## config.mk

```make
export PLATFORM = sky130hd
export DESIGN_NAME = dtu_top
export DESIGN_NICKNAME = d
export VERILOG_FILES = /design/src/rtl/dtu_pkg.sv /design/src/rtl/dtu_timer_slot.sv /design/src/rtl/dtu_timer_bank.sv /design/src/rtl/dtu_issue.sv /design/src/rtl/dtu_top.sv
export SDC_FILE = /design/constraint.sdc
export NUM_CORES = 1
export LEC_CHECK = 0
export BUFFER_PORTS_ARGS = -buffer_cell sky130_fd_sc_hd__buf_2
export CORE_MARGIN = 2
export CORE_UTILIZATION = 30
export CTS_BUF_LIST = sky130_fd_sc_hd__clkbuf_8
export DETAILED_ROUTE_END_ITERATION = 16
export PLACE_DENSITY = 0.48
export SYNTH_ARGS = -nofsm -noshare
export SYNTH_HDL_FRONTEND = slang
export SYNTH_SLANG_ARGS = --single-unit
```

## constraint.sdc

```tcl
create_clock -name clk -period 3.19 [get_ports clk]
set_input_delay 0.1595 -clock clk [delete_from_list [all_inputs] [get_ports clk]]
set_output_delay 0.1595 -clock clk [all_outputs]
set_load 0.05 [all_outputs]
```

## src/rtl/dtu_pkg.sv

```systemverilog
`timescale 1ns/1ps
package dtu_pkg;
  typedef enum logic [1:0] {
    DK_IMM    = 2'b00,
    DK_REG    = 2'b01,
    DK_BRANCH = 2'b10,
    DK_NONE   = 2'b11
  } dl_kind_e;

  function automatic logic kind_blocks(input logic [1:0] k);
    return (k == DK_IMM) || (k == DK_REG);
  endfunction

  function automatic logic kind_branches(input logic [1:0] k);
    return k == DK_BRANCH;
  endfunction
endpackage

```

## src/rtl/dtu_timer_slot.sv

```systemverilog
`timescale 1ns/1ps
module dtu_timer_slot #(
  parameter int W = 32
) (
  input  logic         clk,
  input  logic         rst_n,
  input  logic         dec_en,
  input  logic         load_en,
  input  logic [W-1:0] load_val,
  output logic [W-1:0] cnt
);
  function automatic logic [W-1:0] sat_dec(input logic [W-1:0] v);
    return (v == '0) ? '0 : v - W'(1);
  endfunction

  function automatic logic [W-1:0] next_cnt(input logic [W-1:0] v, input logic d,
                                            input logic l, input logic [W-1:0] nv);
    if (l)      return nv;
    else if (d) return sat_dec(v);
    else        return v;
  endfunction

  logic [W-1:0] cnt_q;

  always_ff @(posedge clk or negedge rst_n) begin
    if (!rst_n) cnt_q <= '0;
    else        cnt_q <= next_cnt(cnt_q, dec_en, load_en, load_val);
  end

  assign cnt = cnt_q;

  AST_HOLD_IDLE: assert property (@(posedge clk) disable iff (!rst_n)
    (!dec_en && !load_en) |=> $stable(cnt_q));
  AST_STEP_DOWN: assert property (@(posedge clk) disable iff (!rst_n)
    (dec_en && !load_en && cnt_q != '0) |=> (cnt_q == $past(cnt_q) - W'(1)));
  AST_FLOOR_ZERO: assert property (@(posedge clk) disable iff (!rst_n)
    (dec_en && !load_en && cnt_q == '0) |=> (cnt_q == '0));
  AST_LOAD_WINS: assert property (@(posedge clk) disable iff (!rst_n)
    load_en |=> (cnt_q == $past(load_val)));
endmodule

```

## src/rtl/dtu_timer_bank.sv

```systemverilog
`timescale 1ns/1ps
module dtu_timer_bank #(
  parameter int N = 6,
  parameter int W = 32,
  localparam int TID_W = (N > 1) ? $clog2(N) : 1
) (
  input  logic             clk,
  input  logic             rst_n,
  input  logic             tick_valid,
  input  logic [TID_W-1:0] tick_tid,
  input  logic             load_en,
  input  logic [TID_W-1:0] load_tid,
  input  logic [W-1:0]     load_val,
  input  logic [TID_W-1:0] rd_tid,
  output logic [W-1:0]     rd_cnt
);
  logic [W-1:0] cnt_w [N];
  logic [N-1:0] dec_sel;
  logic [N-1:0] load_sel;

  for (genvar i = 0; i < N; i++) begin : g_slot
    assign dec_sel[i]  = tick_valid && (tick_tid == TID_W'(i));
    assign load_sel[i] = load_en && (load_tid == TID_W'(i));
    dtu_timer_slot #(.W(W)) u_slot (
      .clk      (clk),
      .rst_n    (rst_n),
      .dec_en   (dec_sel[i]),
      .load_en  (load_sel[i]),
      .load_val (load_val),
      .cnt      (cnt_w[i])
    );
  end

  always_comb begin
    rd_cnt = '0;
    for (int k = 0; k < N; k++) begin
      if (rd_tid == TID_W'(k)) rd_cnt = cnt_w[k];
    end
  end

  AST_ONE_LOAD: assert property (@(posedge clk) disable iff (!rst_n)
    $onehot0(load_sel));
  AST_ONE_TICK: assert property (@(posedge clk) disable iff (!rst_n)
    $onehot0(dec_sel));
endmodule

```

## src/rtl/dtu_issue.sv

```systemverilog
`timescale 1ns/1ps
module dtu_issue #(
  parameter int W = 32
) (
  input  logic         ins_hit,
  input  logic [1:0]   ins_kind,
  input  logic [W-1:0] cur_cnt,
  input  logic [W-1:0] imm_val,
  input  logic [W-1:0] reg_val,
  output logic         stall,
  output logic         retire,
  output logic         miss_exc,
  output logic         load_en,
  output logic [W-1:0] load_val
);
  import dtu_pkg::*;

  logic is_block;
  logic is_branch;
  logic expired;

  always_comb begin
    is_block  = ins_hit && kind_blocks(ins_kind);
    is_branch = ins_hit && kind_branches(ins_kind);
    expired   = (cur_cnt == '0);
    stall     = is_block && !expired;
    retire    = (is_block && expired) || is_branch;
    miss_exc  = is_branch && expired;
    load_en   = retire;
    load_val  = (ins_kind == DK_REG) ? reg_val : imm_val;
  end
endmodule

```

## src/rtl/dtu_top.sv

```systemverilog
`timescale 1ns/1ps
module dtu_top #(
  parameter int N = 6,
  parameter int W = 32,
  localparam int TID_W = (N > 1) ? $clog2(N) : 1
) (
  input  logic             clk,
  input  logic             rst_n,
  input  logic             tick_valid,
  input  logic [TID_W-1:0] tick_tid,
  input  logic             ins_valid,
  input  logic [TID_W-1:0] ins_tid,
  input  logic [1:0]       ins_kind,
  input  logic [W-1:0]     imm_val,
  input  logic [W-1:0]     reg_val,
  output logic             stall,
  output logic             retire,
  output logic             miss_exc
);
  import dtu_pkg::*;

  logic         ins_hit;
  logic [W-1:0] cur_cnt;
  logic         load_en;
  logic [W-1:0] load_val;

  assign ins_hit = ins_valid && (32'(ins_tid) < N);

  dtu_timer_bank #(.N(N), .W(W)) u_bank (
    .clk        (clk),
    .rst_n      (rst_n),
    .tick_valid (tick_valid),
    .tick_tid   (tick_tid),
    .load_en    (load_en),
    .load_tid   (ins_tid),
    .load_val   (load_val),
    .rd_tid     (ins_tid),
    .rd_cnt     (cur_cnt)
  );

  dtu_issue #(.W(W)) u_issue (
    .ins_hit  (ins_hit),
    .ins_kind (ins_kind),
    .cur_cnt  (cur_cnt),
    .imm_val  (imm_val),
    .reg_val  (reg_val),
    .stall    (stall),
    .retire   (retire),
    .miss_exc (miss_exc),
    .load_en  (load_en),
    .load_val (load_val)
  );

  AST_STALL_XOR_RETIRE: assert property (@(posedge clk) disable iff (!rst_n)
    stall |-> !retire);
  AST_BRANCH_NO_STALL: assert property (@(posedge clk) disable iff (!rst_n)
    (ins_hit && ins_kind == DK_BRANCH) |-> (retire && !stall));
  AST_MISS_ONLY_BRANCH: assert property (@(posedge clk) disable iff (!rst_n)
    miss_exc |-> (retire && ins_kind == DK_BRANCH));
  AST_QUIET_IDLE: assert property (@(posedge clk) disable iff (!rst_n)
    !ins_valid |-> !(stall || retire || miss_exc));
endmodule

```

==> impl_metrics.json <==
{
  "internal_power_mw": 5.81,
  "routedWlPerCell_microns": 21.3,
  "grt_pass1_wl_mm": 68.1,
  "netlist_area_sq_mm": 0.0127,
  "yosysMostFrequentCell": "mux2i_1",
  "first_pass_iters": 5,
  "htreeDepth": 4,
  "tritoncts": "yes",
  "largest_reg_flops": 192,
  "n_fill_cell": 4317,
  "synth_edf_count": 0,
  "synth_area_per_cell_sq_um": 9.11,
  "overflow": 0,
  "io_buffers": 78,
  "nets": 1613,
  "die_h_microns": 210,
  "min_period_ns": 3.11,
  "clk_pin_slew_ns": 0.12,
  "p_leak_nw": 5.79,
  "antenna_found_initial": 1,
  "async_reset_ff_frac": 1.00,
  "antenna_left": 0,
  "yosys.area.top_type_share": 0.378,
  "cp_max_fo": 8,
  "worstMarginPinSlew_ns": 0.761,
  "die_area_sq_mm": 0.0440,
  "die_width_microns": 210,
  "met1_usage": 0.298,
  "start_kind": "flip-flop",
  "grt_pass1_vias": 11400,
  "place_area_sq_mm": 0.0143,
  "crit_type": "reg -> out",
  "rows": 75,
  "pwr-share-seq": 0.440,
  "maxSlewViolCount": 0,
  "floorplan.initialDensity": 0.304,
  "fin_area_sq_mm": 0.0149,
  "clock_skew_ns": 0.0232,
  "cts_sinks": 192,
  "required_ns": 3.03,
  "insertedDiodeCount": 0,
  "ys_seq_elements": 192,
  "yosysSeqAreaShare": 0.378,
  "ios": 79,
  "ys.warnings.count": 0,
  "busiest_layer": "met2",
  "cts_buffer_depth": 2,
  "p_sw_mw": 4.28,
  "grt_max_degree": 83,
  "maxCapViolations": 0,
  "holdCritPathClass": "in -> reg",
  "netlist_top_cells_area": "dfrtp_1, mux2i_1, nor3_1",
  "p_per_area_mw_per_mm2": 679,
  "yosys.area.top_type": "dfrtp_1",
  "track_usage": 0.205,
  "core-area_sq_mm": 0.0419,
  "cts_root_buf": "clkbuf_8",
  "switching_share": 0.424,
  "vias": 11700,
  "hold_viol_final": 0,
  "synth_cells": 1395,
  "ys.flop_type": "dfrtp_1",
  "combPwrFrac": 0.383,
  "slew_headroom": 0.493,
  "routabilityCongestion": 0.848,
  "post-route-period-util": 0.974,
  "final_util": 0.355,
  "clock_latency_ns": 0.51,
  "met3_usage": 0.0331,
  "synth.top_cells.by_count": "mux2i_1, dfrtp_1, nor3_1",
  "drtIter0Drc": 1013,
  "area_delta_synth_final_pct": 16.9,
  "ir_drop_mv": 0.312,
  "arrival_ns": 2.95,
  "yosysUniqueCellTypes": 69,
  "pwr-share-clk": 0.177,
  "worstSetupEndpointType": "primary output",
  "routed_wl_mm": 44.4,
  "drive_above_1_share": 0.174,
  "tns_ns": 0,
  "viasPerCell": 5.60,
  "use_met2": 0.311,
  "post-route-drc-count": 0,
  "outcome": "finished clean",
  "syn-num-nets": 1477,
  "hpwl_mm": 30.1,
  "numCtsBuffers": 17,
  "hold_ws_ns": 0.162,
  "max_freq_ghz": 0.322,
  "setup-violations-final": 0
}
## cell type report
| class | instances | area (sq um) | share of cell area |
|---|---|---|---|
| Clock inverter | 12 | 149 | 0.0100 |
| Inverter | 22 | 82.6 | 0.00556 |
| Timing Repair Buffer | 182 | 1320 | 0.0890 |
| Sequential cell | 192 | 4800 | 0.323 |
| Clock buffer | 20 | 275 | 0.0185 |
| Tap cell | 539 | 674 | 0.0454 |
| Multi-Input combinational cell | 1116 | 7550 | 0.508 |
## stage by stage
stage | setup slack, ns | instances | power (mW)
after floorplan | 0.000247 | 1395 | 6.82
after CTS | 0.00503 | 2083 | 10.1
after global routing | -0.00259 | 2083 | 10.9
after global placement | -0.0408 | 2048 | 8.15
final | 0.0831 | 2083 | 10.1
after detailed placement | -0.0187 | 2048 | 8.22
## layout by cell type (no fill, tap or decap), types with 5 or more instances in the layout
cell type / count
a21oi_1: 124
nor2_1: 117
o21ai_0: 68
clkbuf_8: 21
buf_2: 74
a22oi_1: 25
nand4b_1: 9
buf_12: 10
or4_1: 16
a32oi_1: 8
nor3b_1: 14
a211oi_1: 11
dfrtp_1: 192
or2_2: 8
buf_4: 94
ha_1: 6
nand2_1: 78
nand3_1: 24
nor4_2: 9
nor2b_1: 5
o21a_1: 11
o31a_1: 13
nand3b_1: 9
or3_1: 43
nor3_1: 124
nor4_1: 55
mux2i_1: 215
nand2b_1: 15
inv_1: 22
nand4_1: 15
a31oi_1: 8
## power groups by stage
stage / logic (mW) / registers, mW / clock network (mW)
global placement: 3.72 / 4.43 / 0
floorplan: 2.64 / 4.18 / 0
detailed placement: 3.78 / 4.43 / 0
finish: 3.86 / 4.44 / 1.79
CTS: 3.83 / 4.40 / 1.83
global route: 4.32 / 4.62 / 1.93
## critical path, cell delays in order, from the launching register on
cell and delay (ns):
dfrtp_1 0.43, or3_4 0.40, or4_4 0.51, nor4_4 0.23, buf_4 0.20, o311a_4 0.25
a21boi_4 0.24, buf_6 0.19
## metal layers
layer  part of all wire  vias up
met4              0.024        2
met3              0.049       44
li1                   -     5586
met2               0.43      306
met5            0.00032        -
met1               0.49     5731
## repair_timing
item                       4_1_cts  5_1_grt
setup buffers                    2        0
hold buffers                     1        0
hold endpoints to repair        80        0
setup endpoints to repair        3        3
gates resized for setup         14        9
pin swaps                        1        3
cloned                           0        0
## path summary, 6_finish.rpt
path	from	to	slack (ns)	cells past startpoint
setup / recovery	u_bank.g_slot[5].u_slot.cnt[0]	retire	0.08	7
hold / removal	imm_val[24]	u_bank.g_slot[4].u_slot.cnt[24]	0.16	4
setup reg to reg	u_bank.g_slot[2].u_slot.cnt[28]	u_bank.g_slot[2].u_slot.cnt[25]	0.24	9
hold reg to reg	u_bank.g_slot[5].u_slot.cnt[18]	u_bank.g_slot[5].u_slot.cnt[18]	0.55	2
max in group asynchronous	rst_n	u_bank.g_slot[5].u_slot.cnt[23]	2.10	3
min in group asynchronous	rst_n	u_bank.g_slot[1].u_slot.cnt[6]	0.28	2
## kinds of logic (layout without fill, tap and decap cells)
kind of cell               Yosys count  count (layout)  synth area share
muxes                              218             218             0.172
and+or+nand+nor                    578             578             0.249
DFF                                192             192             0.378
AOI/OAI and AO/OA                  308             308             0.152
adders and majority gates            6               6           0.00591
xor gates and xnor gates             6               6           0.00413
buffers and inverters               87             236            0.0394
Power figures use the tool's default switching activity.
